<file path="src/rtl/oct_disp_pkg.sv">
package oct_disp_pkg;

   localparam int SEG_W = 7;
   localparam int OCT_W = 3;

   typedef logic [SEG_W-1:0] seg_t;
   typedef logic [OCT_W-1:0] oct_t;

   // bit 0 = a ... bit 6 = g, active high
   function automatic seg_t oct_to_seg(input oct_t v);
      seg_t s;
      case (v)
         3'd0:    s = 7'h3F;
         3'd1:    s = 7'h06;
         3'd2:    s = 7'h5B;
         3'd3:    s = 7'h4F;
         3'd4:    s = 7'h66;
         3'd5:    s = 7'h6D;
         3'd6:    s = 7'h7D;
         default: s = 7'h07;
      endcase
      return s;
   endfunction

endpackage

</file>
<file path="src/rtl/ods_step_timer.sv">
module ods_step_timer #(
   parameter int STEP_CLKS = 1024,
   parameter int NUM_DIG   = 6,
   parameter int IDX_W     = 3
) (
   input  logic             clk,
   input  logic             rst_n,
   output logic             tick_o,
   output logic             wrap_o,
   output logic [IDX_W-1:0] nxt_o
);
   localparam logic [IDX_W-1:0] LAST = IDX_W'(NUM_DIG - 1);

   logic [IDX_W-1:0] step_q;

   generate
      if (STEP_CLKS == 1) begin : g_every_clk
         assign tick_o = 1'b1;
      end else begin : g_prescale
         localparam int CNT_W = $clog2(STEP_CLKS);
         localparam logic [CNT_W-1:0] CNT_END = CNT_W'(STEP_CLKS - 1);
         logic [CNT_W-1:0] cnt_q;
         always_ff @(posedge clk or negedge rst_n) begin
            if (!rst_n)                cnt_q <= '0;
            else if (cnt_q == CNT_END) cnt_q <= '0;
            else                       cnt_q <= cnt_q + 1'b1;
         end
         assign tick_o = (cnt_q == CNT_END);
      end
   endgenerate

   assign nxt_o  = (step_q == LAST) ? '0 : step_q + 1'b1;
   assign wrap_o = tick_o && (step_q == LAST);

   always_ff @(posedge clk or negedge rst_n) begin
      if (!rst_n)      step_q <= '0;
      else if (tick_o) step_q <= nxt_o;
   end
endmodule

</file>
<file path="src/rtl/ods_word_fetch.sv">
module ods_word_fetch #(
   parameter int                WORD_W     = 16,
   parameter int                ADDR_W     = 15,
   parameter logic [ADDR_W-1:0] FETCH_ADDR = 15'o77576
) (
   input  logic              clk,
   input  logic              rst_n,
   input  logic              sweep_end_i,
   input  logic              host_busy,
   input  logic              rd_gnt,
   input  logic [WORD_W-1:0] rd_data,
   output logic              rd_req,
   output logic [ADDR_W-1:0] rd_addr,
   output logic [WORD_W-1:0] word_o
);
   logic pend_q;
   logic take;

   assign rd_req  = pend_q && !host_busy;
   assign take    = rd_req && rd_gnt;
   assign rd_addr = FETCH_ADDR;

   always_ff @(posedge clk or negedge rst_n) begin
      if (!rst_n) begin
         pend_q <= 1'b1;
         word_o <= '0;
      end else begin
         if (take)             word_o <= rd_data;
         if (sweep_end_i)      pend_q <= 1'b1;
         else if (take)        pend_q <= 1'b0;
      end
   end
endmodule

</file>
<file path="src/rtl/ods_digit_driver.sv">
module ods_digit_driver
   import oct_disp_pkg::*;
#(
   parameter int WORD_W  = 16,
   parameter int NUM_DIG = 6,
   parameter int IDX_W   = 3
) (
   input  logic               clk,
   input  logic               rst_n,
   input  logic               load_i,
   input  logic [IDX_W-1:0]   idx_nxt_i,
   input  logic [WORD_W-1:0]  word_i,
   output seg_t               seg_o,
   output logic [NUM_DIG-1:0] den_o,
   output logic [IDX_W-1:0]   idx_o
);
   localparam int PAD_W = NUM_DIG * OCT_W;

   logic [PAD_W-1:0]   padded;
   oct_t               grp [NUM_DIG];
   oct_t               sel;
   logic [NUM_DIG-1:0] den_nxt;

   generate
      if (PAD_W > WORD_W) begin : g_pad
         assign padded = {{(PAD_W - WORD_W){1'b0}}, word_i};
      end else begin : g_exact
         assign padded = word_i;
      end
      for (genvar d = 0; d < NUM_DIG; d++) begin : g_grp
         assign grp[d] = padded[d*OCT_W +: OCT_W];
      end
   endgenerate

   always_comb begin
      sel     = '0;
      den_nxt = '0;
      for (int d = 0; d < NUM_DIG; d++) begin
         if (idx_nxt_i == IDX_W'(d)) begin
            sel        = grp[d];
            den_nxt[d] = 1'b1;
         end
      end
   end

   always_ff @(posedge clk or negedge rst_n) begin
      if (!rst_n) begin
         seg_o <= oct_to_seg('0);
         den_o <= NUM_DIG'(1);
         idx_o <= '0;
      end else if (load_i) begin
         seg_o <= oct_to_seg(sel);
         den_o <= den_nxt;
         idx_o <= idx_nxt_i;
      end
   end
endmodule

</file>
<file path="src/rtl/oct_disp_scan.sv">
module oct_disp_scan
   import oct_disp_pkg::*;
#(
   parameter int                WORD_W     = 16,
   parameter int                NUM_DIG    = 6,
   parameter int                STEP_CLKS  = 1024,
   parameter int                ADDR_W     = 15,
   parameter logic [ADDR_W-1:0] FETCH_ADDR = 15'o77576,
   localparam int               IDX_W      = $clog2(NUM_DIG)
) (
   input  logic               clk,
   input  logic               rst_n,
   input  logic               host_busy,
   output logic               rd_req,
   output logic [ADDR_W-1:0]  rd_addr,
   input  logic               rd_gnt,
   input  logic [WORD_W-1:0]  rd_data,
   output logic [SEG_W-1:0]   seg,
   output logic [NUM_DIG-1:0] dig_en,
   output logic [IDX_W-1:0]   scan_idx
);
   generate
      if (NUM_DIG < 2) begin : g_bad_ndig
         $error("oct_disp_scan: NUM_DIG must be at least 2");
      end
      if (NUM_DIG * OCT_W < WORD_W || NUM_DIG * OCT_W - WORD_W >= OCT_W) begin : g_bad_fit
         $error("oct_disp_scan: every digit must hold at least one word bit");
      end
      if (STEP_CLKS < 1) begin : g_bad_step
         $error("oct_disp_scan: STEP_CLKS must be at least 1");
      end
   endgenerate

   logic             tick;
   logic             sweep_end;
   logic [IDX_W-1:0] idx_nxt;
   logic [WORD_W-1:0] shown_word;

   ods_step_timer #(
      .STEP_CLKS (STEP_CLKS),
      .NUM_DIG   (NUM_DIG),
      .IDX_W     (IDX_W)
   ) u_timer (
      .clk    (clk),
      .rst_n  (rst_n),
      .tick_o (tick),
      .wrap_o (sweep_end),
      .nxt_o  (idx_nxt)
   );

   ods_word_fetch #(
      .WORD_W     (WORD_W),
      .ADDR_W     (ADDR_W),
      .FETCH_ADDR (FETCH_ADDR)
   ) u_fetch (
      .clk         (clk),
      .rst_n       (rst_n),
      .sweep_end_i (sweep_end),
      .host_busy   (host_busy),
      .rd_gnt      (rd_gnt),
      .rd_data     (rd_data),
      .rd_req      (rd_req),
      .rd_addr     (rd_addr),
      .word_o      (shown_word)
   );

   ods_digit_driver #(
      .WORD_W  (WORD_W),
      .NUM_DIG (NUM_DIG),
      .IDX_W   (IDX_W)
   ) u_drv (
      .clk       (clk),
      .rst_n     (rst_n),
      .load_i    (tick),
      .idx_nxt_i (idx_nxt),
      .word_i    (shown_word),
      .seg_o     (seg),
      .den_o     (dig_en),
      .idx_o     (scan_idx)
   );
endmodule

</file>
<file path="config.mk">
export PLATFORM = sky130hd
export DESIGN_NAME = oct_disp_scan
export DESIGN_NICKNAME = d
export VERILOG_FILES = /design/src/rtl/oct_disp_pkg.sv /design/src/rtl/ods_step_timer.sv /design/src/rtl/ods_word_fetch.sv /design/src/rtl/ods_digit_driver.sv /design/src/rtl/oct_disp_scan.sv
export SDC_FILE = /design/constraint.sdc
export NUM_CORES = 1
export LEC_CHECK = 0
export BUFFER_PORTS_ARGS = -buffer_cell sky130_fd_sc_hd__buf_4
export CAP_MARGIN = 10
export CORE_UTILIZATION = 40
export DETAILED_ROUTE_END_ITERATION = 12
export PLACE_DENSITY = 0.59
export SETUP_SLACK_MARGIN = 0.5
export SYNTH_ARGS = -nofsm -noshare
export SYNTH_HDL_FRONTEND = slang
export SYNTH_SLANG_ARGS = --single-unit
</file>
<file path="constraint.sdc">
create_clock -name clk -period 3.1 [get_ports clk]
set_input_delay 0.62 -clock clk [delete_from_list [all_inputs] [get_ports clk]]
set_output_delay 0.62 -clock clk [all_outputs]
set_load 0.02 [all_outputs]
</file>
==> key figures <==
Cells and area
  – Final Cell Area: 2401 um^2
  – Final nets: 242
  – Register Area: 1086 um^2
  – Area of the multi-input gates: 849.6 um^2
  – Fillcell total: 479
  – Post-layout util: 0.4952
  – Antenna cells: 0
  – P&R area growth vs syn: 16.37%
  – Layout cells sized above 1: 0.3288

Timing
  – Slew HR: 0.5705
  – Final hold violations: 0
  – Hold_ws: 293.7 ps
  – Pins Over Slew Limit: 0
  – Setup Skew: 6.007 ps
  – Setup TNS: 0 ps
  – Final setup viols: 0
  – Max frequency: 527.7 MHz
  – Slew @ Worst Pin: 642.7 ps
  – RSZ-0062 raised after global routing: false
  – Setup slack after layout: 1205 ps
  – Fin crit share: 0.6113
  – Post-layout min period: 1895 ps

Yosys
  – Top post-synthesis cells by area: dfrtp_1 42%, dfstp_2 10%, mux2_2 8.7%, buf_4 5.5%, nand2_1 4.5%
  – Ys Warns: 0
  – Ys flop type: dfrtp_1
  – Post-synthesis sequential area ratio: 0.5264
  – Cells after Synth: 187
  – Syn Area/Cell: 11.03 um^2
  – Top cells by instance count after synthesis: 35 x dfrtp_1, 25 x nand2_1, 16 x mux2_2
  – Async SR Flop Fraction: 1.000
  – Top-count cell post-synth: dfrtp_1
  – Post-synth cell types: 39
  – Top cell type's share of synthesized area: 0.4245
  – Synth area leader: dfrtp_1
  – Post-synth EDFFs: 0
  – Synthesis-stage register bit count: 43
  – Mapped Area: 2063 um^2

Floorplan
  – Die X: 73.82 um
  – Core area: 4848 um^2
  – Die ar.: 5449 um^2
  – I/O pin total: 52
  – Die Height: 73.82 um
  – Initial core utilization: 0.4255
  – Row cnt: 25

Route
  – Post-Route WL: 3444 um
  – Remaining antenna violation count: 0
  – Iteration-0 DRC Markers: 51
  – DR pass1 iterations: 4
  – Via count: 1,325
  – Vias per inst: 4.585
  – Wire length per cell: 11.92 um
  – DRC: 0

Critical path
  – Setup CP Type: reg -> reg
  – Largest delay contributor family on the critical path: flip-flops
  – Crit path DAT: 2070 ps
  – Crit path largest cell delay: 700 ps
  – Critical path capture point type: register
  – CP startpoint kind: register
  – Max FO, Critical Path: 17
  – Critical Path RT: 3270 ps
  – Slowest cell on the critical path: dfrtp_1
  – CP bufs+invs: 0
  – CP cell instances: mux2i_1 > o221a_4 > or2_1 > nor3b_2 > o21ai_1

Clock network
  – TritonCTS buffer count: 5
  – Post-CTS Resized: 0
  – Clock Tree Buf Depth: 2
  – CTS tree: yes
  – CTS Hold Bufs: 0
  – Clk_lat worst skew: 290 ps
  – Post-CTS setup buffers: 0
  – Clk pin slew, worst setup/hold paths: 80 ps
  – Clk root buf: clkbuf_8
  – Depth of the CTS H-tree: 2
  – Clock sink count: 43

Global routing
  – First-pass GRT wire length: 5947 um
  – Largest net degree at the start of global routing: 44
  – Number of global-route vias before repair: 1,284
  – Total Routing Usage GR: 0.1461
  – Remaining global-route overflow: 0
  – Initial antenna violation count: 0

Power
  – Worst VDD drop: 371.7 uV
  – LEAKAGE: 1.052 nW
  – PD cells: 550.6 nW/um^2

Hold path
  – Worst min path class: in -> async

Placement
  – Pre-CTS setup slack: 1205 ps
  – Global placer's final weighted congestion: 0.7287
  – I/O Buffers: 36
  – Area post-placement: 2316 um^2
  – Final HPWL DP: 2501 um

Run status
  – Run status: finished, final reports clean

Flow run
  – Max-Cap Viols: 0
==> stage by stage <==
stage / instances / total power [mW]
floorplan: 200 / 0.9493
detailed placement: 281 / 0.9993
CTS: 289 / 1.343
global route: 289 / 1.411
finish: 289 / 1.322
global placement: 281 / 1.000
==> layout by cell type, fill, tap and decap left out, types with 2 or more instances in the layout <==
| cell type | count |
|---|---|
| a21oi_1 | 2 |
| buf_4 | 38 |
| clkbuf_8 | 5 |
| conb_1 | 15 |
| dfrtp_1 | 35 |
| dfstp_2 | 8 |
| inv_1 | 2 |
| mux2_2 | 16 |
| mux2i_1 | 5 |
| nand2_1 | 25 |
| nand3_1 | 8 |
| nand4_1 | 2 |
| nor2_1 | 10 |
| nor2b_1 | 3 |
| nor3_1 | 2 |
| o21ai_1 | 9 |
| o31ai_1 | 6 |
| or2_1 | 2 |
| xnor2_1 | 4 |
| xor2_1 | 5 |
==> cell type report <==
cell class                 instances  share of cell area
clock buffer                       6             0.03022
sequential                        43              0.4523
clock inverter                     2            0.005211
inverter                           3            0.004690
multi-input combinational        130              0.3538
timing repair buffer              38              0.1188
tap                               67             0.03491
==> worst paths after layout <==
path	start	end	depth (start not counted)	slack (ps)
worst max-delay path	u_drv.idx_o[0]	u_drv.seg_o[6]	5	1200
worst max register to register	u_drv.idx_o[0]	u_drv.seg_o[6]	5	1200
max in group asynchronous	rst_n	u_drv.den_o[0]	1	2410
min in group clk	u_drv.seg_o[4]	u_drv.seg_o[4]	2	450
worst min register to register	u_drv.seg_o[4]	u_drv.seg_o[4]	2	450
worst min-delay path	rst_n	u_timer.g_prescale.cnt_q[3]	1	290
==> routing by layer <==
layer / wire, um / vias to the layer above / GRT usage
met5: 0 / - / 0
met3: 152 / 5 / 0.04390
met4: 42 / 0 / 0.05128
met1: 1679 / 616 / 0.1904
li1: - / 670 / -
met2: 1569 / 34 / 0.2304
==> state kept, by name, summed over array words and instances, names as in the netlist <==
name and count:
u_fetch.pend_q 1, u_timer.g_prescale.cnt_q 10, u_drv.seg_o 7, u_drv.den_o 6, u_drv.idx_o 3, u_fetch.word_o 16
==> power by group <==
part | internal (mW) | switching [mW] | leakage, nW
combinational | 0.147 | 0.127 | 0.488
sequential | 0.657 | 0.0537 | 0.523
clock | 0.157 | 0.180 | 0.0412
total | 0.961 | 0.361 | 1.05
==> logic make-up after synthesis <==
group                      Yosys count  share of synthesized area
AOI/OAI and AO/OA                   24                    0.08793
xor gates and xnor gates             9                    0.03820
adders and majority gates            1                   0.006063
buffers and inverters               27                    0.08550
DFF                                 43                     0.5264
muxes                               21                     0.1116
other                                2                   0.003640
and+or+nand+nor                     60                     0.1407
Note: power is estimated with default switching activity, not from simulation.
